### src/rtl/reg_field_pkg.sv
package reg_field_pkg;

  // Software write modifier. The code value is the mode number used in the requirements.
  typedef enum logic [2:0] {
    SWM_PLAIN  = 3'd0,
    SWM_SET1   = 3'd1,
    SWM_CLR1   = 3'd2,
    SWM_TGL1   = 3'd3,
    SWM_CLR0   = 3'd4,
    SWM_TGL0   = 3'd5,
    SWM_CLRALL = 3'd6,
    SWM_SETALL = 3'd7
  } sw_mod_e;

  // Side-effect of a software read.
  typedef enum logic [1:0] {
    RDE_NONE  = 2'd0,
    RDE_CLEAR = 2'd1,
    RDE_SET   = 2'd2
  } rd_eff_e;

  // Qualification of an enable input.
  typedef enum logic [1:0] {
    QUAL_NONE = 2'd0,
    QUAL_HIGH = 2'd1,
    QUAL_LOW  = 2'd2
  } qual_e;

  function automatic logic qual_pass(qual_e mode, logic en);
    case (mode)
      QUAL_HIGH: return en;
      QUAL_LOW:  return !en;
      default:   return 1'b1;
    endcase
  endfunction

endpackage

### src/rtl/field_strobe.sv
module field_strobe
  import reg_field_pkg::*;
#(
  parameter qual_e GATE_QUAL = QUAL_NONE
) (
  input  logic reg_sel,
  input  logic wr_valid,
  input  logic rd_valid,
  input  logic sw_gate,
  output logic wr_go,
  output logic rd_go
);

  logic gate_ok;
  logic unused_gate;

  assign gate_ok     = qual_pass(GATE_QUAL, sw_gate);
  assign wr_go       = reg_sel & wr_valid & gate_ok;
  assign rd_go       = reg_sel & rd_valid;
  assign unused_gate = sw_gate;

endmodule

### src/rtl/field_sw_update.sv
module field_sw_update
  import reg_field_pkg::*;
#(
  parameter int unsigned WIDTH     = 16,
  parameter int unsigned BUS_W     = 32,
  parameter int unsigned FIELD_LSB = 8,
  parameter sw_mod_e     SW_MODE   = SWM_PLAIN,
  parameter rd_eff_e     RD_MODE   = RDE_NONE
) (
  input  logic [WIDTH-1:0]   cur,
  input  logic [BUS_W-1:0]   wr_data,
  input  logic [BUS_W/8-1:0] wr_be,
  input  logic               wr_go,
  input  logic               rd_go,
  output logic               sw_act,
  output logic [WIDTH-1:0]   sw_val
);

  logic [WIDTH-1:0] lane_on;
  logic [WIDTH-1:0] wd;
  logic [WIDTH-1:0] mod_val;
  logic             unused_bits;

  // Per-bit lane enable and data slice taken from the bit's own bus position.
  for (genvar i = 0; i < WIDTH; i++) begin : g_bit
    assign lane_on[i] = wr_be[(FIELD_LSB + i) / 8];
    assign wd[i]      = wr_data[FIELD_LSB + i];
  end

  if (SW_MODE == SWM_SET1) begin : g_set1
    assign mod_val = cur | (lane_on & wd);
  end else if (SW_MODE == SWM_CLR1) begin : g_clr1
    assign mod_val = cur & ~(lane_on & wd);
  end else if (SW_MODE == SWM_TGL1) begin : g_tgl1
    assign mod_val = cur ^ (lane_on & wd);
  end else if (SW_MODE == SWM_CLR0) begin : g_clr0
    assign mod_val = cur & (~lane_on | wd);
  end else if (SW_MODE == SWM_TGL0) begin : g_tgl0
    assign mod_val = cur ^ (lane_on & ~wd);
  end else if (SW_MODE == SWM_CLRALL) begin : g_clrall
    assign mod_val = '0;
  end else if (SW_MODE == SWM_SETALL) begin : g_setall
    assign mod_val = {WIDTH{1'b1}};
  end else begin : g_plain
    assign mod_val = (lane_on & wd) | (~lane_on & cur);
  end

  // An accepted write outranks the read side-effect.
  always_comb begin
    sw_act = wr_go | (rd_go & (RD_MODE != RDE_NONE));
    if (wr_go) begin
      sw_val = mod_val;
    end else if (RD_MODE == RDE_SET) begin
      sw_val = {WIDTH{1'b1}};
    end else begin
      sw_val = '0;
    end
  end

  assign unused_bits = ^{wr_data, wr_be, lane_on, wd};

endmodule

### src/rtl/field_reduce.sv
module field_reduce #(
  parameter int unsigned WIDTH  = 16,
  parameter bit          RED_EN = 1'b1
) (
  input  logic [WIDTH-1:0] val,
  output logic             red_and,
  output logic             red_or,
  output logic             red_xor
);

  logic unused_val;

  if (RED_EN) begin : g_red
    assign red_and = &val;
    assign red_or  = |val;
    assign red_xor = ^val;
  end else begin : g_nored
    assign red_and = 1'b0;
    assign red_or  = 1'b0;
    assign red_xor = 1'b0;
  end

  assign unused_val = ^val;

endmodule

### src/rtl/reg_field.sv
module reg_field
  import reg_field_pkg::*;
#(
  parameter int unsigned      WIDTH       = 16,
  parameter int unsigned      BUS_W       = 32,
  parameter int unsigned      FIELD_LSB   = 8,
  parameter logic [WIDTH-1:0] RESET_VAL   = '0,
  parameter sw_mod_e          SW_MODE     = SWM_PLAIN,
  parameter rd_eff_e          RD_MODE     = RDE_NONE,
  parameter qual_e            HW_WE_QUAL  = QUAL_HIGH,
  parameter qual_e            GATE_QUAL   = QUAL_NONE,
  parameter bit               HW_WINS     = 1'b0,
  parameter bit               PULSE       = 1'b0,
  parameter bit               RED_EN      = 1'b1,
  parameter bit               ASYNC_RST   = 1'b1,
  parameter bit               RST_ACT_LOW = 1'b1
) (
  input  logic               clk,
  input  logic               rst_in,
  input  logic               reg_sel,
  input  logic               wr_valid,
  input  logic               rd_valid,
  input  logic [BUS_W-1:0]   wr_data,
  input  logic [BUS_W/8-1:0] wr_be,
  input  logic               sw_gate,
  input  logic [WIDTH-1:0]   hw_data,
  input  logic               hw_wen,
  output logic [WIDTH-1:0]   fld_q,
  output logic               fld_and,
  output logic               fld_or,
  output logic               fld_xor
);

  logic             wr_go;
  logic             rd_go;
  logic             sw_act;
  logic [WIDTH-1:0] sw_val;
  logic             hw_ld;
  logic [WIDTH-1:0] fld_r;
  logic [WIDTH-1:0] fld_nxt;
  logic             fld_en;
  logic             unused_wen;

  field_strobe #(
    .GATE_QUAL (GATE_QUAL)
  ) u_strobe (
    .reg_sel  (reg_sel),
    .wr_valid (wr_valid),
    .rd_valid (rd_valid),
    .sw_gate  (sw_gate),
    .wr_go    (wr_go),
    .rd_go    (rd_go)
  );

  field_sw_update #(
    .WIDTH     (WIDTH),
    .BUS_W     (BUS_W),
    .FIELD_LSB (FIELD_LSB),
    .SW_MODE   (SW_MODE),
    .RD_MODE   (RD_MODE)
  ) u_sw (
    .cur     (fld_r),
    .wr_data (wr_data),
    .wr_be   (wr_be),
    .wr_go   (wr_go),
    .rd_go   (rd_go),
    .sw_act  (sw_act),
    .sw_val  (sw_val)
  );

  assign hw_ld      = qual_pass(HW_WE_QUAL, hw_wen);
  assign unused_wen = hw_wen;

  // Next-state selection with configurable precedence.
  always_comb begin
    fld_nxt = PULSE ? '0 : fld_r;
    if (HW_WINS) begin
      if (hw_ld) begin
        fld_nxt = hw_data;
      end else if (sw_act) begin
        fld_nxt = sw_val;
      end
    end else begin
      if (sw_act) begin
        fld_nxt = sw_val;
      end else if (hw_ld) begin
        fld_nxt = hw_data;
      end
    end
    fld_en = sw_act | hw_ld | (PULSE & (|fld_r));
  end

  // Storage register, reset style chosen by parameters.
  if (ASYNC_RST && RST_ACT_LOW) begin : g_arst_lo
    always_ff @(posedge clk or negedge rst_in) begin
      if (!rst_in) begin
        fld_r <= RESET_VAL;
      end else if (fld_en) begin
        fld_r <= fld_nxt;
      end
    end
  end else if (ASYNC_RST) begin : g_arst_hi
    always_ff @(posedge clk or posedge rst_in) begin
      if (rst_in) begin
        fld_r <= RESET_VAL;
      end else if (fld_en) begin
        fld_r <= fld_nxt;
      end
    end
  end else begin : g_srst
    logic rst_hit;
    assign rst_hit = RST_ACT_LOW ? !rst_in : rst_in;
    always_ff @(posedge clk) begin
      if (rst_hit) begin
        fld_r <= RESET_VAL;
      end else if (fld_en) begin
        fld_r <= fld_nxt;
      end
    end
  end

  assign fld_q = fld_r;

  field_reduce #(
    .WIDTH  (WIDTH),
    .RED_EN (RED_EN)
  ) u_red (
    .val     (fld_r),
    .red_and (fld_and),
    .red_or  (fld_or),
    .red_xor (fld_xor)
  );

endmodule

### config.mk
export PLATFORM = sky130hd
export DESIGN_NAME = reg_field
export DESIGN_NICKNAME = d
export VERILOG_FILES = /design/src/rtl/reg_field_pkg.sv /design/src/rtl/field_strobe.sv /design/src/rtl/field_sw_update.sv /design/src/rtl/field_reduce.sv /design/src/rtl/reg_field.sv
export SDC_FILE = /design/constraint.sdc
export NUM_CORES = 1
export LEC_CHECK = 0
export CAP_MARGIN = 20
export CELL_PAD_IN_SITES_DETAIL_PLACEMENT = 1
export CELL_PAD_IN_SITES_GLOBAL_PLACEMENT = 1
export CORE_AREA = 2 2 74 76
export DETAILED_ROUTE_END_ITERATION = 7
export DIE_AREA = 0 0 76 78
export GPL_ROUTABILITY_DRIVEN = 0
export GPL_TIMING_DRIVEN = 0
export PLACE_DENSITY = 0.78
export SETUP_SLACK_MARGIN = 0.1
export SLEW_MARGIN = 25
export SYNTH_ARGS = -nofsm -noshare
export SYNTH_HDL_FRONTEND = slang
export SYNTH_SLANG_ARGS = --single-unit
### constraint.sdc
create_clock -name clk -period 1.3 [get_ports clk]
set_input_delay 0.13 -clock clk [delete_from_list [all_inputs] [get_ports clk]]
set_output_delay 0.13 -clock clk [all_outputs]
set_load 0.005 [all_outputs]
# After elaboration in Yosys (flattened, before gate mapping)
# Index checks and enable logic that the tools add are counted.
dict set report totals {
  out_inout_bits 19
  ff_bits 16
  in_bits 59
  wordCells 14
}
dict set report op_classes {
  bitwise_logic 6
  mux 2
  n_reduce_logical 5
}
# operator count
set op_table {}
lappend op_table {{$and 16x16->16} 2}
lappend op_table {{$mux 16} 2}
lappend op_table {{$not 16->16} 1}
lappend op_table {{$or 16x16->16} 1}
lappend op_table {{$reduce_and 16->1} 1}
lappend op_table {{$reduce_or 16->1} 1}
lappend op_table {{$reduce_xor 16->1} 1}
lappend op_table {{$reduce_and 2->1} 1}
lappend op_table {{$reduce_bool 2->1} 1}
lappend op_table {{$and 1x1->1} 1}
lappend op_table {{$or 1x1->1} 1}

# Depth between registers and ports, before layout
# Gate-level depths: netlist (run 1).
dict set report logic_depth {
  word_depth 4
  ltp_mapped 5
  mapped_depth_nobuf 5
}

# By module
# A second synthesis (run 1) with hierarchy kept.
dict set report hier_totals {
  cells_unflattened 152
  hier_area_um2 1408.9
}
# mod n_inst cells_per_inst seq_area_each_um2 area_per_inst_um2
set modules_own_cells {}
lappend modules_own_cells {reg_field 1 69 400.4 744.5}
lappend modules_own_cells {field_reduce 1 45 0.0 356.6}
lappend modules_own_cells {field_sw_update 1 36 0.0 295.3}
lappend modules_own_cells {field_strobe 1 2 0.0 12.5}

# Worst setup path after synthesis (run 1)
# Ideal clock, no wire load.
dict set report synth_path {
  kind {register -> output}
  start {reg with a tool-made name}
  end {out fld_xor}
  slack_ps -33
  path_buffers 0
  required_ps 1170
  stages_incl_launch_ff 6
  t_arrival_ps 1203
  cell_sequence {dfrtp_1 inv_1 ha_1 xor2_1 xnor2_1 xnor2_1}
}
# element line_no
set synth_rtl {}
lappend synth_rtl {{end: declaration} reg_field.sv:31} ;# output logic fld_xor

==> impl_metrics.env, run 1 <==
export IMPL_ioPinCount=78
export IMPL_die_area_mm2=0.00593
export IMPL_ys_types=15
export IMPL_cp_start_kind="flop"
export IMPL_drc=0
export IMPL_final_fill_count=567
export IMPL_crit_path_frequent_cell="xnor2_1"
export IMPL_netlist_area_mm2=0.00110
export IMPL_setup_viol=3
export IMPL_drt_pre_antenna_iters=4
export IMPL_violations="setup timing"
export IMPL_end_kind="output pin"
export IMPL_core_mm2=0.00504
export IMPL_clk_latency_ns=0.25
export IMPL_hold_buffers=0
export IMPL_drtIter0Drc=36
export IMPL_yosysSeqAreaShare_pct=36.4
export IMPL_syn_to_final_growth_pct=95.9
export IMPL_grt_max_degree=17
export IMPL_cts_tree="done"
export IMPL_cts_root_buf="clkbuf_8"
export IMPL_ys_top_cells_by_area="dfrtp_1 (36%), ha_1 (18%), o221a_1 (16%)"
export IMPL_max_clock_freq_mhz=605
export IMPL_cp_required_ns=1.17
export IMPL_numClockSinks=16
export IMPL_syn_inst=100
export IMPL_grt_usage_pct=12.2
export IMPL_num_vias=1090
export IMPL_detail_route_antenna_nets=0
export IMPL_die_w_um=76
export IMPL_fin_crit_ns=1.65
export IMPL_layout_drive_gt1_share_pct=41.7
export IMPL_avgSynthCellArea_um2=11.0
export IMPL_fin_skew_ns=0
export IMPL_cp_arrival_ns=1.52
export IMPL_cts_made_buffers=3
export IMPL_antenna_found_initial=0
export IMPL_maxSlewViolCount=0
export IMPL_cap_violations=0
export IMPL_cts_buffer_depth=2
export IMPL_dieHeight_um=78
export IMPL_crit_fanout=2
export IMPL_yosysTopAreaCellShare_pct=36.4
export IMPL_grt_overflow=0
export IMPL_path_cells="inv_2 -> ha_4 -> xor2_2 -> xnor2_1 -> xnor2_1 -> buf_2"
export IMPL_fin_ws_ns=-0.354
export IMPL_worst_pin_slew_ns=0.762
export IMPL_grtUsageMet2_pct=21.9
export IMPL_antennaDiodeCount=0
export IMPL_crit_slowest_cell="dfrtp_1"
export IMPL_grt_pass1_wl_um=5730
export IMPL_multi_input_area_um2=805
export IMPL_row_count=26
export IMPL_critical_path_class="reg2out"
export IMPL_ir_worst_vdd_mv=0.453
export IMPL_grt_pass1_vias=1166
export IMPL_fin_crit_sh_pct=127
export IMPL_hold_path_class="in2async"
export IMPL_seq_area_um2=400
export IMPL_status="finished, violations left"
export IMPL_use_met1_pct=15.2
export IMPL_port_buffers=57
export IMPL_power_density_mw_per_mm2=1010
export IMPL_r2r_slack_ns=0.26
export IMPL_hpwl_um=2640
export IMPL_viasPerCell=4.24
export IMPL_initial_core_util_pct=21.8
export IMPL_slew_headroom_pct=49.1
export IMPL_yosys_warnings=0
export IMPL_busiest_layer="met2"
export IMPL_cts_clk_slew_worst_paths_ns=0.07
export IMPL_rsz0062_at_grt="yes"
export IMPL_final_hold_violation_count=0
export IMPL_grt_use_met3_pct=1.16
export IMPL_h_tree_depth=1
export IMPL_synth_seq_cells=16
export IMPL_dpl_cell_count=227
export IMPL_leakagePower_uw=0.000919
export IMPL_nets=263
export IMPL_wirelength_um=3950
export IMPL_post_drt_wl_per_cell_um=15.4
export IMPL_critPathMaxStageDelay_ns=0.41
export IMPL_synth_nets=175
export IMPL_postLayoutCoreUtil_pct=42.7
export IMPL_instances_no_fill=257
export IMPL_yosysTopAreaCell="dfrtp_1"
## layout make-up
| cell class | count | share of cell area (%) |
|---|---|---|
| tap | 70 | 4.07 |
| multi-input combinational | 67 | 37.3 |
| clock buffer | 4 | 2.56 |
| buffer | 1 | 0.348 |
| sequential | 16 | 18.6 |
| inverter | 16 | 2.79 |
| timing repair buffer | 83 | 34.3 |
## routing by layer
layer / wire length, um / vias to the layer above / part of all wire [%]
li1: - / 527 / -
met1: 1770 / 536 / 45
met2: 2030 / 25 / 51
met3: 115 / 2 / 2.9
met4: 33 / 0 / 0.84
met5: 0 / - / 0
## cell usage after synthesis
cell,count
nand2_2,1
o221a_1,16
xor2_1,1
nand4_1,4
nand3_1,2
a21boi_2,1
dfrtp_1,16
buf_2,1
or2_2,1
ha_1,16
nand2b_1,16
inv_1,16
nor2_1,1
mux2_4,2
xnor2_1,6
## logic make-up (layout without fill, tap and decap cells)
| logic type | count (synthesis) | after routing | synth area share [%] |
|---|---|---|---|
| AO/OA/AOI/OAI | 17 | 17 | 17.4 |
| XOR/XNOR | 7 | 7 | 5.57 |
| adder cells (fa/ha/maj) | 16 | 16 | 18.2 |
| buffers and inverters | 17 | 104 | 5.92 |
| flip-flops | 16 | 16 | 36.4 |
| multiplexers | 2 | 2 | 2.73 |
| AND/OR/NAND/NOR | 25 | 25 | 13.8 |
## worst paths after layout
kind	startpoint	end	cells after the start
min in group clk	wr_data[14]	flop	2
max reg2reg	flop	flop	3
min	rst_in	async pin	1
min reg2reg	flop	flop	2
max in group asynchronous	rst_in	async pin	1
max	flop	fld_xor	6
## through the flow
step	setup TNS, ns	total power, uW	hold WS, ns	setup slack (ns)	cell area (um2)
after floorplan	-0.0165	1020	-0.166	-0.0165	1100
after global placement	-5.24	1480	0.609	-0.618	1760
after detailed placement	-5.67	1490	0.615	-0.624	1760
after CTS	-0.687	1980	0.346	-0.403	1970
after global routing	-0.956	2330	0.376	-0.479	2150
final	-0.764	2180	0.322	-0.354	2150
## worst max-delay path, delay by kind of cell, from the launching register on
kind	cells	cell delay, ns
buffers and inverters	2	0.20
DFF	1	0.41
xor gates and xnor gates	3	0.46
adders and majority gates	1	0.20
## layout by cell type, fill, tap and decap left out
master	instances
buf_4	19
clkbuf_8	4
nand2_2	1
xor2_2	1
buf_2	3
o221a_1	16
ha_2	2
inv_2	15
clkdlybuf4s50_1	36
ha_4	10
ha_1	4
clkdlybuf4s15_1	4
buf_6	9
clkbuf_2	7
nand2b_1	16
xnor2_1	3
xnor2_2	3
nand4_1	4
a21boi_4	1
dfrtp_1	16
nand3_1	2
mux2_4	2
nor2_1	1
dlygate4sd2_1	6
or2_4	1
inv_1	1
## power breakdown
| part | internal [uW] | switching (uW) |
|---|---|---|
| clock network | 269 | 180 |
| logic | 675 | 439 |
| registers | 561 | 54.7 |
| total | 1500 | 674 |
## timing repair
item                                    in CTS  in global routing
endpoints found under the setup margin      35                 16
setup buffers                               18                 12
pin swaps                                   13                  8
resized for setup                           46                 51
Note: power is estimated with default switching activity, not from simulation.
==> run 2, diff against run 1 <==
- CORE_AREA: 2 2 74 76 -> 2 2 69 71
- DIE_AREA: 0 0 76 78 -> 0 0 71 73
- PLACE_DENSITY: 0.78 -> 0.85
- clock period: 1.3 -> 2.14 ns (I/O delays scaled with it)
==> impl_metrics.env, run 2 (same netlist as run 1, synthesis figures left out) <==
export IMPL_syn_to_final_growth_pct=73.4
export IMPL_maxSlewViolCount=0
export IMPL_nets=254
export IMPL_h_tree_depth=1
export IMPL_drc=0
export IMPL_fin_crit_sh_pct=90.8
export IMPL_max_clock_freq_mhz=515
export IMPL_viasPerCell=4.57
export IMPL_leakagePower_uw=0.000851
export IMPL_core_mm2=0.00454
export IMPL_cp_required_ns=1.93
export IMPL_multi_input_area_um2=634
export IMPL_cp_start_kind="flop"
export IMPL_fin_ws_ns=0.197
export IMPL_status="complete, no violations"
export IMPL_hold_path_class="in2async"
export IMPL_layout_drive_gt1_share_pct=14.7
export IMPL_final_cell_area_mm2=0.00191
export IMPL_drtIter0Drc=9
export IMPL_slew_headroom_pct=50.3
export IMPL_power_uw=1170
export IMPL_setup_viol=0
export IMPL_clk_latency_ns=0.24
export IMPL_power_density_mw_per_mm2=612
export IMPL_die_w_um=71
export IMPL_reg2reg_depth=3
export IMPL_wirelength_um=3700
export IMPL_final_hold_violation_count=0
export IMPL_final_fill_count=492
export IMPL_fin_skew_ns=0
export IMPL_hpwl_um=2630
export IMPL_initial_core_util_pct=24.2
export IMPL_detail_route_antenna_nets=0
export IMPL_grt_pass1_vias=1116
export IMPL_antennaDiodeCount=0
export IMPL_cts_buffer_depth=2
export IMPL_r2r_slack_ns=1.10
export IMPL_end_kind="output pin"
export IMPL_dpl_instance_area_mm2=0.00174
export IMPL_num_vias=1056
export IMPL_antenna_found_initial=0
export IMPL_grt_overflow=0
export IMPL_row_count=25
export IMPL_ioPinCount=78
export IMPL_setup_tns_ns=0
export IMPL_numClockSinks=16
export IMPL_critical_path_class="reg2out"
export IMPL_cp_arrival_ns=1.73
export IMPL_cap_violations=0
export IMPL_seq_area_um2=400
export IMPL_crit_fanout=3
export IMPL_die_area_mm2=0.00518
export IMPL_worst_pin_slew_ns=0.743
export IMPL_postLayoutCoreUtil_pct=42.0
export IMPL_ir_worst_vdd_mv=0.211
export IMPL_port_buffers=57
export IMPL_grt_max_degree=17
export IMPL_drt_pre_antenna_iters=4
export IMPL_hold_buffers=0
export IMPL_dieHeight_um=73
export IMPL_cts_clk_slew_worst_paths_ns=0.06
export IMPL_final_cell_mix="clkdlybuf4s50_1 (56), buf_4 (17)"
export IMPL_rsz0062_at_grt="no"
export IMPL_cts_tree="done"
export IMPL_grt_usage_pct=14.8
export IMPL_post_drt_wl_per_cell_um=16.0
export IMPL_grt_pass1_wl_um=5760
export IMPL_post_place_ws_ns=0.112
export IMPL_cts_made_buffers=3
export IMPL_cts_root_buf="clkbuf_8"
export IMPL_fin_crit_ns=1.94
export IMPL_final_common_cell="clkdlybuf4s50_1"
[run 2: changes by cell type in the layout (fill, tap and decap cells not counted), sizes merged]
cell | before | now
clkdlybuf4s50 | 36 | 56
buf | 31 | 18
clkbuf | 11 | 3
dlygate4sd2 | 6 | 0
clkdlybuf4s15 | 4 | 1
[run 2: routing by layer]
| layer | part of all wire [%] | vias up | global-route usage (%) |
|---|---|---|---|
| met3 | 3.6 | 4 | 1.80 |
| met1 | 44 | 514 | 18.6 |
| li1 | - | 509 | - |
| met2 | 51 | 29 | 25.5 |
| met5 | 0 | - | 0 |
| met4 | 1.3 | 0 | 6.29 |
[run 2: layout make-up]
| class | count | area share [%] |
|---|---|---|
| repair buffers | 74 | 36.6 |
| inverters | 16 | 3.15 |
| multi-input cells | 67 | 33.3 |
| well taps | 54 | 3.54 |
| clock buffers | 3 | 2.17 |
| plain buffers | 1 | 0.262 |
| flip-flops and latches | 16 | 21.0 |
[run 2: power by group]
| group | total, uW | leakage (uW) | switching [uW] | internal, uW |
|---|---|---|---|---|
| Clock | 220 | 0.0000216 | 95.8 | 124 |
| Sequential | 367 | 0.000177 | 25.6 | 341 |
| Combinational | 581 | 0.000653 | 218 | 362 |
[run 2: worst max-delay path, cell delays in order, from the launching register on]
cell             delay [ns]
dfrtp_1                0.37
buf_4                  0.12
buf_4                  0.12
ha_1                   0.13
nand4_1                0.09
nor2_1                 0.13
clkdlybuf4s50_1        0.52
[run 2: what timing repair did]
| action | 4_1_cts | 5_1_grt |
|---|---|---|
| resized for setup | 1 | 1 |
| setup buffers | 16 | 1 |
| hold endpoints to repair | 0 | 0 |
| endpoints found under the setup margin | 1 | 1 |
| pin swaps | 2 | 1 |
[run 2: stage by stage]
| stage | std cells | hold WS [ns] |
|---|---|---|
| after floorplan | 100 | -0.0816 |
| after global placement | 211 | 0.607 |
| after detailed placement | 211 | 0.608 |
| after CTS | 230 | 0.440 |
| after global routing | 231 | 0.463 |
| final | 231 | 0.410 |
[run 2: how the worst max path moves through the flow]
stage	startpoint	to
2_1_floorplan	flop	fld_xor
3_3_place_gp	flop	fld_xor
3_5_place_dp	flop	fld_xor
4_1_cts	flop	fld_xor
5_1_grt	flop	fld_xor
6_report	flop	fld_and
